`src/rtl/ps_cfg_pkg.sv`:
```
package ps_cfg_pkg;
  typedef enum logic [2:0] {
    ST_POR,
    ST_IDLE,
    ST_REQ,
    ST_WAIT,
    ST_LOAD,
    ST_INIT,
    ST_ERR
  } cfg_state_t;
endpackage

```
`src/rtl/ps_cfg_timer.sv`:
```
module ps_cfg_timer #(
  parameter int TW      = 10,
  parameter int RST_VAL = 0
) (
  input  logic          clk,
  input  logic          rst_n,
  input  logic          load_i,
  input  logic [TW-1:0] val_i,
  input  logic          dec_i,
  output logic          zero_o
);
  logic [TW-1:0] cnt_q, cnt_d;

  always_comb begin
    cnt_d = cnt_q;
    if (load_i)                      cnt_d = val_i;
    else if (dec_i && cnt_q != '0)   cnt_d = cnt_q - 1'b1;
  end

  always_ff @(posedge clk or negedge rst_n) begin
    if (!rst_n) cnt_q <= TW'(RST_VAL);
    else        cnt_q <= cnt_d;
  end

  assign zero_o = (cnt_q == '0);

  // a loaded count takes effect on the next cycle
  assert_load_takes_R3: assert property (@(posedge clk) disable iff (!rst_n)
    load_i |=> (cnt_q == $past(val_i)));
endmodule

```
`src/rtl/ps_cfg_clkgen.sv`:
```
module ps_cfg_clkgen #(
  parameter int DIV = 4
) (
  input  logic clk,
  input  logic rst_n,
  input  logic run_i,
  output logic dclk_o,
  output logic bit_end_o
);
  localparam int PW   = (DIV > 2) ? $clog2(DIV) : 1;
  localparam int HALF = DIV / 2;

  logic [PW-1:0] ph_q, ph_d;

  always_comb begin
    ph_d = '0;
    if (run_i && ph_q != PW'(DIV - 1)) ph_d = ph_q + 1'b1;
  end

  always_ff @(posedge clk or negedge rst_n) begin
    if (!rst_n) ph_q <= '0;
    else        ph_q <= ph_d;
  end

  assign dclk_o    = run_i && (ph_q >= PW'(HALF));
  assign bit_end_o = run_i && (ph_q == PW'(DIV - 1));

  // every bit period ends with the data clock back low
  assert_low_after_bit_R5: assert property (@(posedge clk) disable iff (!rst_n)
    bit_end_o |=> !dclk_o);
endmodule

```
`src/rtl/ps_cfg_shifter.sv`:
```
module ps_cfg_shifter (
  input  logic       clk,
  input  logic       rst_n,
  input  logic       clr_i,
  input  logic       load_i,
  input  logic [7:0] byte_i,
  input  logic       last_i,
  input  logic       shift_i,
  output logic       have_o,
  output logic       last_o,
  output logic       bit_o
);
  logic [7:0] sr_q, sr_d;
  logic [2:0] idx_q, idx_d;
  logic       have_q, have_d;
  logic       last_q, last_d;

  always_comb begin
    sr_d   = sr_q;
    idx_d  = idx_q;
    have_d = have_q;
    last_d = last_q;
    if (clr_i) begin
      have_d = 1'b0;
      last_d = 1'b0;
    end else if (load_i) begin
      sr_d   = byte_i;
      idx_d  = '0;
      have_d = 1'b1;
      last_d = last_i;
    end else if (shift_i && have_q) begin
      sr_d  = {1'b0, sr_q[7:1]};
      idx_d = idx_q + 1'b1;
      if (idx_q == 3'd7) have_d = 1'b0;
    end
  end

  always_ff @(posedge clk or negedge rst_n) begin
    if (!rst_n) begin
      sr_q   <= '0;
      idx_q  <= '0;
      have_q <= 1'b0;
      last_q <= 1'b0;
    end else begin
      sr_q   <= sr_d;
      idx_q  <= idx_d;
      have_q <= have_d;
      last_q <= last_d;
    end
  end

  assign have_o = have_q;
  assign last_o = last_q;
  assign bit_o  = sr_q[0];

  // a new byte is never accepted over one still being sent
  assert_no_overwrite_R6: assert property (@(posedge clk) disable iff (!rst_n)
    load_i |-> !have_q);
endmodule

```
`src/rtl/ps_cfg_host.sv`:
```
module ps_cfg_host
  import ps_cfg_pkg::*;
#(
  parameter int CLK_DIV     = 4,
  parameter int POR_CYC     = 625,
  parameter int REQ_LOW_CYC = 250,
  parameter int INIT_CLKS   = 8
) (
  input  logic       clk,
  input  logic       rst_n,
  input  logic       start_i,
  input  logic [7:0] s_data_i,
  input  logic       s_valid_i,
  input  logic       s_last_i,
  output logic       s_ready_o,
  output logic       cfg_req_n_o,
  input  logic       status_n_i,
  input  logic       done_i,
  output logic       dclk_o,
  output logic       data_o,
  output logic       busy_o,
  output logic       done_o,
  output logic       err_o
);
  localparam int MAX1 = (POR_CYC > REQ_LOW_CYC) ? POR_CYC : REQ_LOW_CYC;
  localparam int MAXV = (MAX1 > INIT_CLKS) ? MAX1 : INIT_CLKS;
  localparam int TW   = $clog2(MAXV + 1);
  localparam logic [TW-1:0] REQ_LD  = TW'(REQ_LOW_CYC - 1);
  localparam logic [TW-1:0] INIT_LD = TW'(INIT_CLKS - 1);

  cfg_state_t st_q, st_d;
  logic done_q, done_d, err_q, err_d;
  logic tmr_load, tmr_dec, tmr_zero;
  logic [TW-1:0] tmr_val;
  logic run, bit_end, have, last_seen, sh_bit, sh_clr, sh_load, restart;

  ps_cfg_timer #(.TW(TW), .RST_VAL(POR_CYC - 1)) u_tmr (
    .clk(clk), .rst_n(rst_n), .load_i(tmr_load), .val_i(tmr_val),
    .dec_i(tmr_dec), .zero_o(tmr_zero));

  ps_cfg_clkgen #(.DIV(CLK_DIV)) u_clk (
    .clk(clk), .rst_n(rst_n), .run_i(run), .dclk_o(dclk_o), .bit_end_o(bit_end));

  ps_cfg_shifter u_sh (
    .clk(clk), .rst_n(rst_n), .clr_i(sh_clr), .load_i(sh_load),
    .byte_i(s_data_i), .last_i(s_last_i), .shift_i(bit_end && st_q == ST_LOAD),
    .have_o(have), .last_o(last_seen), .bit_o(sh_bit));

  assign restart   = start_i && (st_q == ST_IDLE || st_q == ST_ERR);
  assign s_ready_o = (st_q == ST_LOAD) && !have && !last_seen;
  assign sh_load   = s_ready_o && s_valid_i;
  assign sh_clr    = restart;
  assign run       = ((st_q == ST_LOAD) && have && status_n_i) || (st_q == ST_INIT);

  always_comb begin
    st_d     = st_q;
    done_d   = done_q;
    err_d    = err_q;
    tmr_load = 1'b0;
    tmr_val  = REQ_LD;
    tmr_dec  = (st_q == ST_POR) || (st_q == ST_REQ);
    if (restart) begin
      st_d     = ST_REQ;
      tmr_load = 1'b1;
      done_d   = 1'b0;
      err_d    = 1'b0;
    end else begin
      case (st_q)
        ST_POR:  if (tmr_zero) st_d = ST_IDLE;
        ST_REQ:  if (tmr_zero) st_d = ST_WAIT;
        ST_WAIT: if (status_n_i) st_d = ST_LOAD;
        ST_LOAD: begin
          if (!status_n_i) begin
            st_d  = ST_ERR;
            err_d = 1'b1;
          end else if (done_i && (!have || bit_end)) begin
            st_d     = ST_INIT;
            tmr_load = 1'b1;
            tmr_val  = INIT_LD;
          end else if (!have && last_seen) begin
            st_d  = ST_ERR;
            err_d = 1'b1;
          end
        end
        ST_INIT: if (bit_end) begin
          if (tmr_zero) begin
            st_d   = ST_IDLE;
            done_d = 1'b1;
          end else begin
            tmr_dec = 1'b1;
          end
        end
        default: ;
      endcase
    end
  end

  always_ff @(posedge clk or negedge rst_n) begin
    if (!rst_n) begin
      st_q   <= ST_POR;
      done_q <= 1'b0;
      err_q  <= 1'b0;
    end else begin
      st_q   <= st_d;
      done_q <= done_d;
      err_q  <= err_d;
    end
  end

  assign cfg_req_n_o = (st_q != ST_REQ);
  assign data_o      = (st_q == ST_LOAD) && have && sh_bit;
  assign busy_o      = (st_q != ST_IDLE) && (st_q != ST_ERR);
  assign done_o      = done_q;
  assign err_o       = err_q;

  // the data clock only rises with the target out of reset
  assert_clk_needs_release_R4: assert property (@(posedge clk) disable iff (!rst_n)
    $rose(dclk_o) |-> (status_n_i && cfg_req_n_o));
  // data line held while the data clock is high
  assert_data_held_R5: assert property (@(posedge clk) disable iff (!rst_n)
    (dclk_o && $past(dclk_o)) |-> $stable(data_o));
  // completion is only flagged out of the start-up clocking phase
  assert_done_from_init_R7: assert property (@(posedge clk) disable iff (!rst_n)
    $rose(done_o) |-> ($past(st_q) == ST_INIT));
  // the error flag holds until a start pulse
  assert_err_sticky_R10: assert property (@(posedge clk) disable iff (!rst_n)
    (err_o && !start_i) |=> err_o);
endmodule

```
`config.mk`:
```
export PLATFORM = sky130hd
export DESIGN_NAME = ps_cfg_host
export DESIGN_NICKNAME = d
export VERILOG_FILES = /design/src/rtl/ps_cfg_pkg.sv /design/src/rtl/ps_cfg_timer.sv /design/src/rtl/ps_cfg_clkgen.sv /design/src/rtl/ps_cfg_shifter.sv /design/src/rtl/ps_cfg_host.sv
export SDC_FILE = /design/constraint.sdc
export NUM_CORES = 1
export LEC_CHECK = 0
export CORE_MARGIN = 2
export CORE_UTILIZATION = 50
export CTS_CLUSTER_DIAMETER = 120
export DETAILED_ROUTE_END_ITERATION = 8
export GPL_ROUTABILITY_DRIVEN = 0
export GPL_TIMING_DRIVEN = 0
export PLACE_DENSITY_LB_ADDON = 0.08
export SYNTH_ARGS = -nofsm -noshare
export SYNTH_HDL_FRONTEND = slang
export SYNTH_HIERARCHICAL = 1
export SYNTH_SLANG_ARGS = --single-unit
```
`constraint.sdc`:
```
create_clock -name clk -period 2.4 [get_ports clk]
set_clock_uncertainty 0.1 [all_clocks]
set_input_delay 0.48 -clock clk [delete_from_list [all_inputs] [get_ports clk]]
set_output_delay 0.48 -clock clk [all_outputs]
set_load 0.02 [all_outputs]
```
==> results of run 1 <==
==> what timing repair did <==
action,in CTS,in global routing
pin swaps,9,4
setup buffers,13,5
setup endpoints to repair,27,19
resized for setup,23,10
==> synthesized netlist by cell type (3+ instances only) <==
master                     number
sky130_fd_sc_hd__a21oi_1        8
sky130_fd_sc_hd__a22oi_1        3
sky130_fd_sc_hd__buf_6          3
sky130_fd_sc_hd__dfrtp_1       26
sky130_fd_sc_hd__dfstp_2        4
sky130_fd_sc_hd__ha_1           5
sky130_fd_sc_hd__inv_1         13
sky130_fd_sc_hd__mux2_2        13
sky130_fd_sc_hd__mux2_4         4
sky130_fd_sc_hd__mux2i_1        3
sky130_fd_sc_hd__nand2_1       15
sky130_fd_sc_hd__nand3_1        4
sky130_fd_sc_hd__nor2_1        15
sky130_fd_sc_hd__nor2b_1        6
sky130_fd_sc_hd__nor3_1         5
sky130_fd_sc_hd__o2111a_1       3
sky130_fd_sc_hd__o21ai_0       12
==> critical path, stage by stage (launching register included) <==
cell and delay [ps]:
sky130_fd_sc_hd__dfstp_2 400, sky130_fd_sc_hd__or4_4 530, sky130_fd_sc_hd__or3_4 360, sky130_fd_sc_hd__inv_4 80, sky130_fd_sc_hd__nor2_2 30, sky130_fd_sc_hd__a311o_1 310, sky130_fd_sc_hd__a221oi_4 340, sky130_fd_sc_hd__nand3_2 130
sky130_fd_sc_hd__nor2b_1 160
==> state kept, by name, indices dropped and copies added, names as in the netlist <==
name,count
done_o,1
u_sh/idx_q,3
u_sh/sr_q,8
u_sh/last_o,1
u_tmr/cnt_q,10
u_clk/ph_q,2
err_o,1
u_sh/have_o,1
st_q,3
==> report_power, final <==
part | leakage (µW) | internal (µW) | switching, µW
registers | 0.000377 | 728 | 180
clock network | 0.0000524 | 310 | 196
logic | 0.000729 | 838 | 768
==> layer usage <==
| layer | up-vias | track usage |
|---|---|---|
| met4 | 0 | 0.0995 |
| met3 | 9 | 0.0562 |
| li1 | 784 | - |
| met1 | 815 | 0.271 |
| met2 | 45 | 0.414 |
| met5 | - | 0 |
==> kinds of logic after synthesis <==
logic type                 after synthesis
and+or+nand+nor                         67
DFF                                     30
other                                    2
muxes                                   20
buffers and inverters                   23
adders and majority gates                5
xor gates and xnor gates                 3
AOI/OAI and AO/OA                       44
==> worst max path at each step <==
stage / end / slack, ps / depth (start not counted)
floorplan: st_q[0]$_DFFE_PN0P_ / -50 / 8
global placement: u_tmr/cnt_q[0]$_DFFE_PN0P_ / -810 / 10
detailed placement: u_tmr/cnt_q[0]$_DFFE_PN0P_ / -880 / 10
CTS: st_q[0]$_DFFE_PN0P_ / -150 / 8
global route: st_q[0]$_DFFE_PN0P_ / -290 / 10
finish: st_q[1]$_DFFE_PN0P_ / -170 / 8
==> area by class of cell <==
type                    count  area, µm²  area share
clock buffers               7       76.3      0.0298
plain buffers               8       86.3      0.0337
flip-flops and latches     30        758       0.296
repair buffers             39        358       0.140
well taps                  48       60.1      0.0234
inverters                  15       58.8      0.0229
clock inverters             1       30.0      0.0117
multi-input cells         142       1130       0.443
==> cells in the final DEF (no fill, tap or decap), types with 4 or more instances in the layout <==
cell type	count
sky130_fd_sc_hd__a21oi_1	7
sky130_fd_sc_hd__buf_4	16
sky130_fd_sc_hd__buf_6	6
sky130_fd_sc_hd__clkbuf_8	6
sky130_fd_sc_hd__clkdlybuf4s50_1	15
sky130_fd_sc_hd__dfrtp_1	24
sky130_fd_sc_hd__dfstp_2	4
sky130_fd_sc_hd__dlygate4sd2_1	4
sky130_fd_sc_hd__ha_1	5
sky130_fd_sc_hd__inv_1	12
sky130_fd_sc_hd__mux2_2	12
sky130_fd_sc_hd__mux2_4	5
sky130_fd_sc_hd__nand2_1	14
sky130_fd_sc_hd__nand3_1	4
sky130_fd_sc_hd__nor2_1	14
sky130_fd_sc_hd__nor2b_1	6
sky130_fd_sc_hd__o21ai_0	7
sky130_fd_sc_hd__o21ai_1	5
==> per-stage QoR <==
stage	setup WS [ps]	total power, µW	setup TNS, ps	cell area (µm²)
after global routing	-290	3230	-2190	2560
after global placement	-807	2110	-14130	2230
after floorplan	-54.7	1870	-132	1960
after CTS	-154	2910	-798	2500
final	-172	3020	-1010	2560
after detailed placement	-876	2180	-15450	2230
==> results.ini, run 1 <==
[status]
status=finished, violations left
failed_checks=negative setup slack

[yosys]
post_synthesis_share_of_cell_area_spent_on_full_adders_half_adders_and_majority_gates=0.0326
portion_of_the_post_synthesis_area_used_by_sequential_elements=0.393
synth.area.top_cells=sky130_fd_sc_hd__dfrtp_1 34%, sky130_fd_sc_hd__mux2_2 7.6%, sky130_fd_sc_hd__dfstp_2 5.5%
synth-simple-area-share=0.197
compound_gate_portion_of_the_synthesized_area=0.172
proportion_of_synthesized_area_in_mux_cells=0.123
ys.flop_type=sky130_fd_sc_hd__dfrtp_1
synth_area_leader_cell=sky130_fd_sc_hd__dfrtp_1
post_synth_instance_area_um2=1920
synth_largest_type_area_fraction=0.339
synthCells=194
synth-seq-cells=30
synth_edf_count=0
share_of_flip_flops_with_an_asynchronous_set_or_reset=1.00
synth_xor_area_frac=0.0137
synth_cell_types=59
syn_avg_cell_area_um2=9.90
yosys_warnings=6
dominant_combinational_cell_family_by_area_after_synthesis=simple AND/OR/NAND/NOR gates

[clock_network]
cts.path.max_buffers=2
cts_hold_buf=0
root_driver=sky130_fd_sc_hd__clkbuf_8
cts_tree=done
clk_pin_slew_worst_paths_ps=70
tritoncts_num_sinks=30
cts_made_buffers=5
clk_latency_ps=290
cts_htree_levels=2

[worst_setup_path]
rr_worst_depth=8
worstPathMaxFanout=6
critical_path.startpoint=u_tmr/cnt_q[6]$_DFFE_PN1P_
timing.setup.critical_path_class=reg2reg
crit-reg2reg-capture=st_q[1]$_DFFE_PN0P_
setup.worst_path.end_class=flop
worstPathRequired_ps=2470
startpoint_type=flop
worst_r2r_startpoint=u_tmr/cnt_q[6]$_DFFE_PN1P_
cp_data_arrival_time_ps=2640
reg2reg_slack_ps=-170

[die]
die_width_um=66.0
die_area_um2=4350
initial_utilization=0.521
core_area_um2=3690
row_count=22
design.portCount=22
die_y_um=66.0

[routing]
top_layer_used=met4
routedLengthMet1_um=1970
detailroute.via_count=1653
wl_per_cell_um=15.9
met2WireLength_um=2350
routed-wl-met3_um=208
drc=0
vias_per_inst=5.70
initialDrtViolationCount=127
drt_pass1_iterations=4
antenna_violating_nets_post_route=0
routed_wl_um=4620

[timing]
setup-violations-final=9
worst-slew-pin-transition_ps=679
slew-limit-headroom=0.547
grt_setup_unrepaired=yes
final.hold.worst_slack_ps=130
timing_max_transition_violations_final=0
time_the_worst_path_needs_with_i_o_delays_and_setup_ps=2570
max_freq_ghz=0.389
finalWorstSetupSlack_ps=-172
timing.final.crit_share=1.07
final_hold_violating_endpoints=0

[cells_and_area]
final-instance-count-excl-fill=290
syn2layout_area_growth_pct=33.4
final_layout_size_suffix_gt1_frac=0.347
fillers=299
final_util=0.695
finish.net_count=261
antenna_diode_count=0

[place]
post-place-cells=264
numPortBuffers=21
place.detailed.hpwl_um=2960

[run]
cap_violations=0

[grt]
grt_overflow=0
first_global_vias=1728
grt_pass1_wl_um=7770
grt_start_max_net_pins=31
grt_antenna_before_repair=0
grt.total_usage=0.235

[worst_hold_path]
min-delay-path-class=in2async

[pwr]
leakage_uw=0.00116
max-vdd-ir-drop_mv=0.535
power_per_cell_area_nw_per_um2=1180

No activity file was read; power rests on OpenSTA's default activity.
==> run 2: changes to the inputs <==
- CELL_PAD_IN_SITES_DETAIL_PLACEMENT: default -> 0
- CELL_PAD_IN_SITES_GLOBAL_PLACEMENT: default -> 1
- CORE_UTILIZATION: 50 -> 39
==> results.ini, run 2 (synthesis results as in run 1) <==
[timing]
worst-slew-pin-transition_ps=716
setup-violations-final=8
final.hold.worst_slack_ps=144
time_the_worst_path_needs_with_i_o_delays_and_setup_ps=2580
slew-limit-headroom=0.523
final_setup_tns_ps=-833
timing_max_transition_violations_final=0
timing.final.crit_share=1.07
final_hold_violating_endpoints=0
grt_setup_unrepaired=yes
max_freq_ghz=0.388
finalWorstSetupSlack_ps=-178

[worst_setup_path]
worstPathRequired_ps=2470
critical_path.top_delay_family=simple AND/OR/NAND/NOR gates
crit_path_cell_trace=or4_4 -> or3_4 -> inv_4 -> nor2_2 -> a311o_1 -> a221oi_4 -> nand3_2 -> o2111a_1
crit_path_max_incr_delay_ps=540
startpoint_type=flop
cp_data_arrival_time_ps=2650
cp_num_buf_inv=1
slowest_library_cell_on_the_worst_path=sky130_fd_sc_hd__or4_4
setup.worst_path.end_class=flop
worstPathMaxFanout=5
timing.setup.critical_path_class=reg2reg

[routing]
detailroute.via_count=1686
initialDrtViolationCount=111
routed_wl_um=4740
drt_pass1_iterations=4
antenna_violating_nets_post_route=0
wl_per_cell_um=14.8
vias_per_inst=5.27
drc=0

[grt]
grt.total_usage=0.183
grt_antenna_before_repair=0
grt_overflow=0
grt_start_max_net_pins=31
grt_pass1_wl_um=7650
first_global_vias=1690

[clock_network]
root_driver=sky130_fd_sc_hd__clkbuf_8
clk_latency_ps=280
tritoncts_num_sinks=30
cts_tree=done
clk_pin_slew_worst_paths_ps=70
cts_made_buffers=5
cts.path.max_buffers=2
cts_htree_levels=2

[run]
cap_violations=0

[place]
numPortBuffers=21
place.detailed.hpwl_um=2980

[pwr]
power_per_cell_area_nw_per_um2=1150
leakage_uw=0.00117
max-vdd-ir-drop_mv=0.401

[die]
design.portCount=22
row_count=25
die_area_um2=5500
core_area_um2=4720
initial_utilization=0.407
die_width_um=74.2
die_y_um=74.2

[cells_and_area]
final_util=0.560
largest_register_ff_count=10
finish.net_count=272
mostFrequentLayoutCells=27 x sky130_fd_sc_hd__buf_4, 24 x sky130_fd_sc_hd__dfrtp_1, 16 x sky130_fd_sc_hd__clkdlybuf4s50_1
most_common_cell_after_layout_fill_and_taps_aside=sky130_fd_sc_hd__buf_4
antenna_diode_count=0
top_register=u_tmr/cnt_q
syn2layout_area_growth_pct=37.7
final_layout_size_suffix_gt1_frac=0.395
largest_registers=u_tmr/cnt_q: 10 flops, u_sh/sr_q: 8 flops

[status]
status=finished, violations left
failed_checks=negative setup slack

[worst_hold_path]
min-delay-path-class=in2async

[run 2: worst paths after layout]
| check | to | cells past startpoint | slack (ps) | startpoint |
|---|---|---|---|---|
| hold reg to reg | u_sh/sr_q[5]$_DFFE_PN0P_ | 1 | 410 | u_sh/sr_q[5]$_DFFE_PN0P_ |
| setup / recovery | st_q[0]$_DFFE_PN0P_ | 8 | -180 | u_tmr/cnt_q[9]$_DFFE_PN1P_ |
| max in group asynchronous | u_sh/have_o$_DFFE_PN0P_ | 1 | 1550 | rst_n |
| setup reg to reg | st_q[0]$_DFFE_PN0P_ | 8 | -180 | u_tmr/cnt_q[9]$_DFFE_PN1P_ |
| hold / removal | u_clk/ph_q[1]$_DFF_PN0_ | 1 | 140 | rst_n |
| min in group clk | u_sh/sr_q[5]$_DFFE_PN0P_ | 1 | 410 | u_sh/sr_q[5]$_DFFE_PN0P_ |
[run 2: worst register-to-register path, cell delays in order, from the launching register on]
cell                       delay, ps
sky130_fd_sc_hd__dfstp_2         380
sky130_fd_sc_hd__or4_4           540
sky130_fd_sc_hd__or3_4           370
sky130_fd_sc_hd__inv_4            80
sky130_fd_sc_hd__nor2_2           30
sky130_fd_sc_hd__a311o_1         300
sky130_fd_sc_hd__a221oi_4        370
sky130_fd_sc_hd__nand3_2         130
sky130_fd_sc_hd__o2111a_1        160
[run 2: repair_timing]
action	CTS	global route
endpoints found under the setup margin	28	21
buffers inserted	13	15
hold endpoints to repair	0	0
cloned	1	0
resized for setup	22	14
pin swaps	5	9
hold buffers	0	0
[run 2: cell type report]
| cell class | count | area [µm²] |
|---|---|---|
| buffer | 8 | 83.8 |
| clock buffer | 7 | 86.3 |
| clock inverter | 1 | 5.00 |
| fill | 427 | 2080 |
| inverter | 15 | 58.8 |
| multi-input combinational | 142 | 1150 |
| sequential | 30 | 758 |
| tap | 67 | 83.8 |
| timing repair buffer | 50 | 418 |
[run 2: metrics by stage]
stage	instances	cell area [µm²]	total power, µW	worst slack (ps)
final	320	2650	3050	-178
after global routing	320	2650	3250	-242
after CTS	305	2490	2830	-167
after detailed placement	283	2250	2190	-881
after global placement	283	2250	2140	-874
after floorplan	195	1960	1870	-54.7
[run 2: per-layer routing]
layer / vias up / routed length (µm) / track usage
met1: 839 / 2170 / 0.230
met4: 0 / 80 / 0.0768
met3: 8 / 183 / 0.0528
met5: - / 0 / 0
met2: 34 / 2300 / 0.293
li1: 805 / - / -
[run 2: where the power goes]
group / total (µW) / switching [µW] / internal (µW)
logic: 1750 / 828 / 922
clock network: 433 / 202 / 231
registers: 869 / 142 / 727
==> run 3: changes to the inputs <==
- SYNTH_HIERARCHICAL: 1 -> default
==> results.ini, run 3 <==
[status]
status=complete, no violations

[worst_hold_path]
min-delay-path-class=in2async

[yosys]
synth-seq-cells=30
portion_of_the_post_synthesis_area_used_by_sequential_elements=0.410
synthCells=192
syn_avg_cell_area_um2=9.60
synth_largest_type_area_fraction=0.353
synth_edf_count=0
most_numerous_cell_in_the_yosys_netlist=sky130_fd_sc_hd__dfrtp_1
post_synth_instance_area_um2=1840
share_of_flip_flops_with_an_asynchronous_set_or_reset=1.00
synth.area.top_cells=sky130_fd_sc_hd__dfrtp_1 35%, sky130_fd_sc_hd__dfstp_2 5.7%, sky130_fd_sc_hd__mux2i_1 4.3%
synth_fp_nets=213
yosys_warnings=0
ys.flop_type=sky130_fd_sc_hd__dfrtp_1
synth_area_leader_cell=sky130_fd_sc_hd__dfrtp_1
ys_top_cells_by_count=26 x sky130_fd_sc_hd__dfrtp_1, 19 x sky130_fd_sc_hd__nor2_1, 12 x sky130_fd_sc_hd__a21oi_1, 12 x sky130_fd_sc_hd__nand2_1, 12 x sky130_fd_sc_hd__nand3_1
synth_cell_types=50

[die]
die_y_um=72.7
initial_utilization=0.398
row_count=25
die_area_um2=5290
core_area_um2=4630
die_width_um=72.7
design.portCount=22

[timing]
slew-limit-headroom=0.548
final_setup_tns_ps=0
max_freq_ghz=0.441
final_hold_violating_endpoints=0
timing_max_transition_violations_final=0
time_the_worst_path_needs_with_i_o_delays_and_setup_ps=2270
setup-violations-final=0
timing.final.crit_share=0.946
worst-slew-pin-transition_ps=678
grt_setup_unrepaired=no

[worst_setup_path]
crit_path_max_incr_delay_ps=470
slowest_library_cell_on_the_worst_path=sky130_fd_sc_hd__or3b_1
worstPathMaxFanout=9
crit_path_cell_trace=buf_4 -> or3b_1 -> nor3_4 -> buf_2
setup.worst_path.end_class=output port
worstPathRequired_ps=1820
timing.setup.critical_path_class=reg2out
cp_data_arrival_time_ps=1690
startpoint_type=flop

[cells_and_area]
syn2layout_area_growth_pct=21.4
multi_input_area_um2=998
final_util=0.483
final_layout_size_suffix_gt1_frac=0.168
mostFrequentLayoutCells=26 x sky130_fd_sc_hd__dfrtp_1, 19 x sky130_fd_sc_hd__nor2_1, 14 x sky130_fd_sc_hd__clkdlybuf4s50_1
largest_register_ff_count=10
fillers=466
seqCellArea_um2=756
most_common_cell_after_layout_fill_and_taps_aside=sky130_fd_sc_hd__dfrtp_1
finish.net_count=240
top_register=u_tmr.cnt_q
antenna_diode_count=0
largest_registers=u_tmr.cnt_q: 10 flops, u_sh.sr_q: 8 flops

[routing]
initialDrtViolationCount=69
drc=0
detailroute.via_count=1560
wl_per_cell_um=15.6
antenna_violating_nets_post_route=0
drt_pass1_iterations=4
routed_wl_um=4260
vias_per_inst=5.69

[clock_network]
cts_made_buffers=5
post-cts-setup-buffers=0
cts.path.max_buffers=2
root_driver=sky130_fd_sc_hd__clkbuf_8
cts_tree=done
clk_latency_ps=280
cts_htree_levels=2
tritoncts_num_sinks=30
clk_pin_slew_worst_paths_ps=60

[grt]
grt_overflow=0
grt_antenna_before_repair=0
grt.total_usage=0.178
grt_pass1_wl_um=7220
grt_start_max_net_pins=31
first_global_vias=1569

[pwr]
leakage_uw=0.000977
max-vdd-ir-drop_mv=0.582
power_per_cell_area_nw_per_um2=1150

[run]
cap_violations=0

[place]
place.detailed.hpwl_um=3000
numPortBuffers=21

[run 3: worst paths after layout]
path                                                  from                    endpoint  slack (ps)  cells after the start
worst max register to register  u_tmr.cnt_q[0]$_DFFE_PN0P_  u_tmr.cnt_q[2]$_DFFE_PN0P_         230                      7
max in group asynchronous                            rst_n     u_clk.ph_q[0]$_DFF_PN0_        1620                      1
worst min-delay path                                 rst_n         st_q[2]$_DFFE_PN0P_         130                      1
min in group clk                   u_clk.ph_q[0]$_DFF_PN0_     u_clk.ph_q[0]$_DFF_PN0_         360                      1
worst max-delay path                   st_q[1]$_DFFE_PN0P_                   s_ready_o         130                      4
worst min register to register     u_clk.ph_q[0]$_DFF_PN0_     u_clk.ph_q[0]$_DFF_PN0_         360                      1
[run 3: where the power goes]
group          switching [µW]  total (µW)  internal [µW]
sequential                170         877            707
clock                     196         535            338
combinational             648        1160            516
total                    1010        2580           1560
[run 3: logic make-up (layout without fill, tap and decap cells)]
group	after synthesis	count (layout)	synth area share
and+or+nand+nor	71	71	0.214
buffers and inverters	20	48	0.0591
adders and majority gates	6	6	0.0407
AOI/OAI and AO/OA	53	53	0.212
DFF	30	30	0.410
xor gates and xnor gates	3	3	0.0143
muxes	9	9	0.0496
[run 3: through the flow]
stage	area [µm²]	cells	setup WS [ps]	hold WS, ps	power, µW
final	2240	274	131	129	2580
after global routing	2240	274	37.1	189	2770
after CTS	2250	274	5.14	366	2580
after detailed placement	2120	267	-463	362	2030
after global placement	2120	267	-453	348	1990
after floorplan	1840	192	438	84.4	1690
[run 3: worst max-delay path: cells and delay by family (launching register included)]
family	cells	cell delay [ps]
and+or+nand+nor	2	660
DFF	1	370
buffers and inverters	2	370
[run 3: cell type report]
cell class                 instances  area share
buffer                             9      0.0319
clock buffer                       7      0.0386
clock inverter                     1      0.0134
inverter                          10      0.0168
multi-input combinational        142       0.446
sequential                        30       0.338
tap                               54      0.0302
timing repair buffer              21      0.0850
[run 3: routing by layer]
metal | share of wire | up-vias | global-route usage
met3 | 0.027 | 4 | 0.0414
met4 | 0.010 | 0 | 0.0679
met1 | 0.48 | 771 | 0.236
met2 | 0.49 | 29 | 0.283
li1 | - | 756 | -
met5 | 0 | - | 0
[run 3: what timing repair did]
action	in CTS	in global routing
resized for setup	15	6
pin swaps	0	0
hold buffers	0	0
endpoints found under the setup margin	5	2
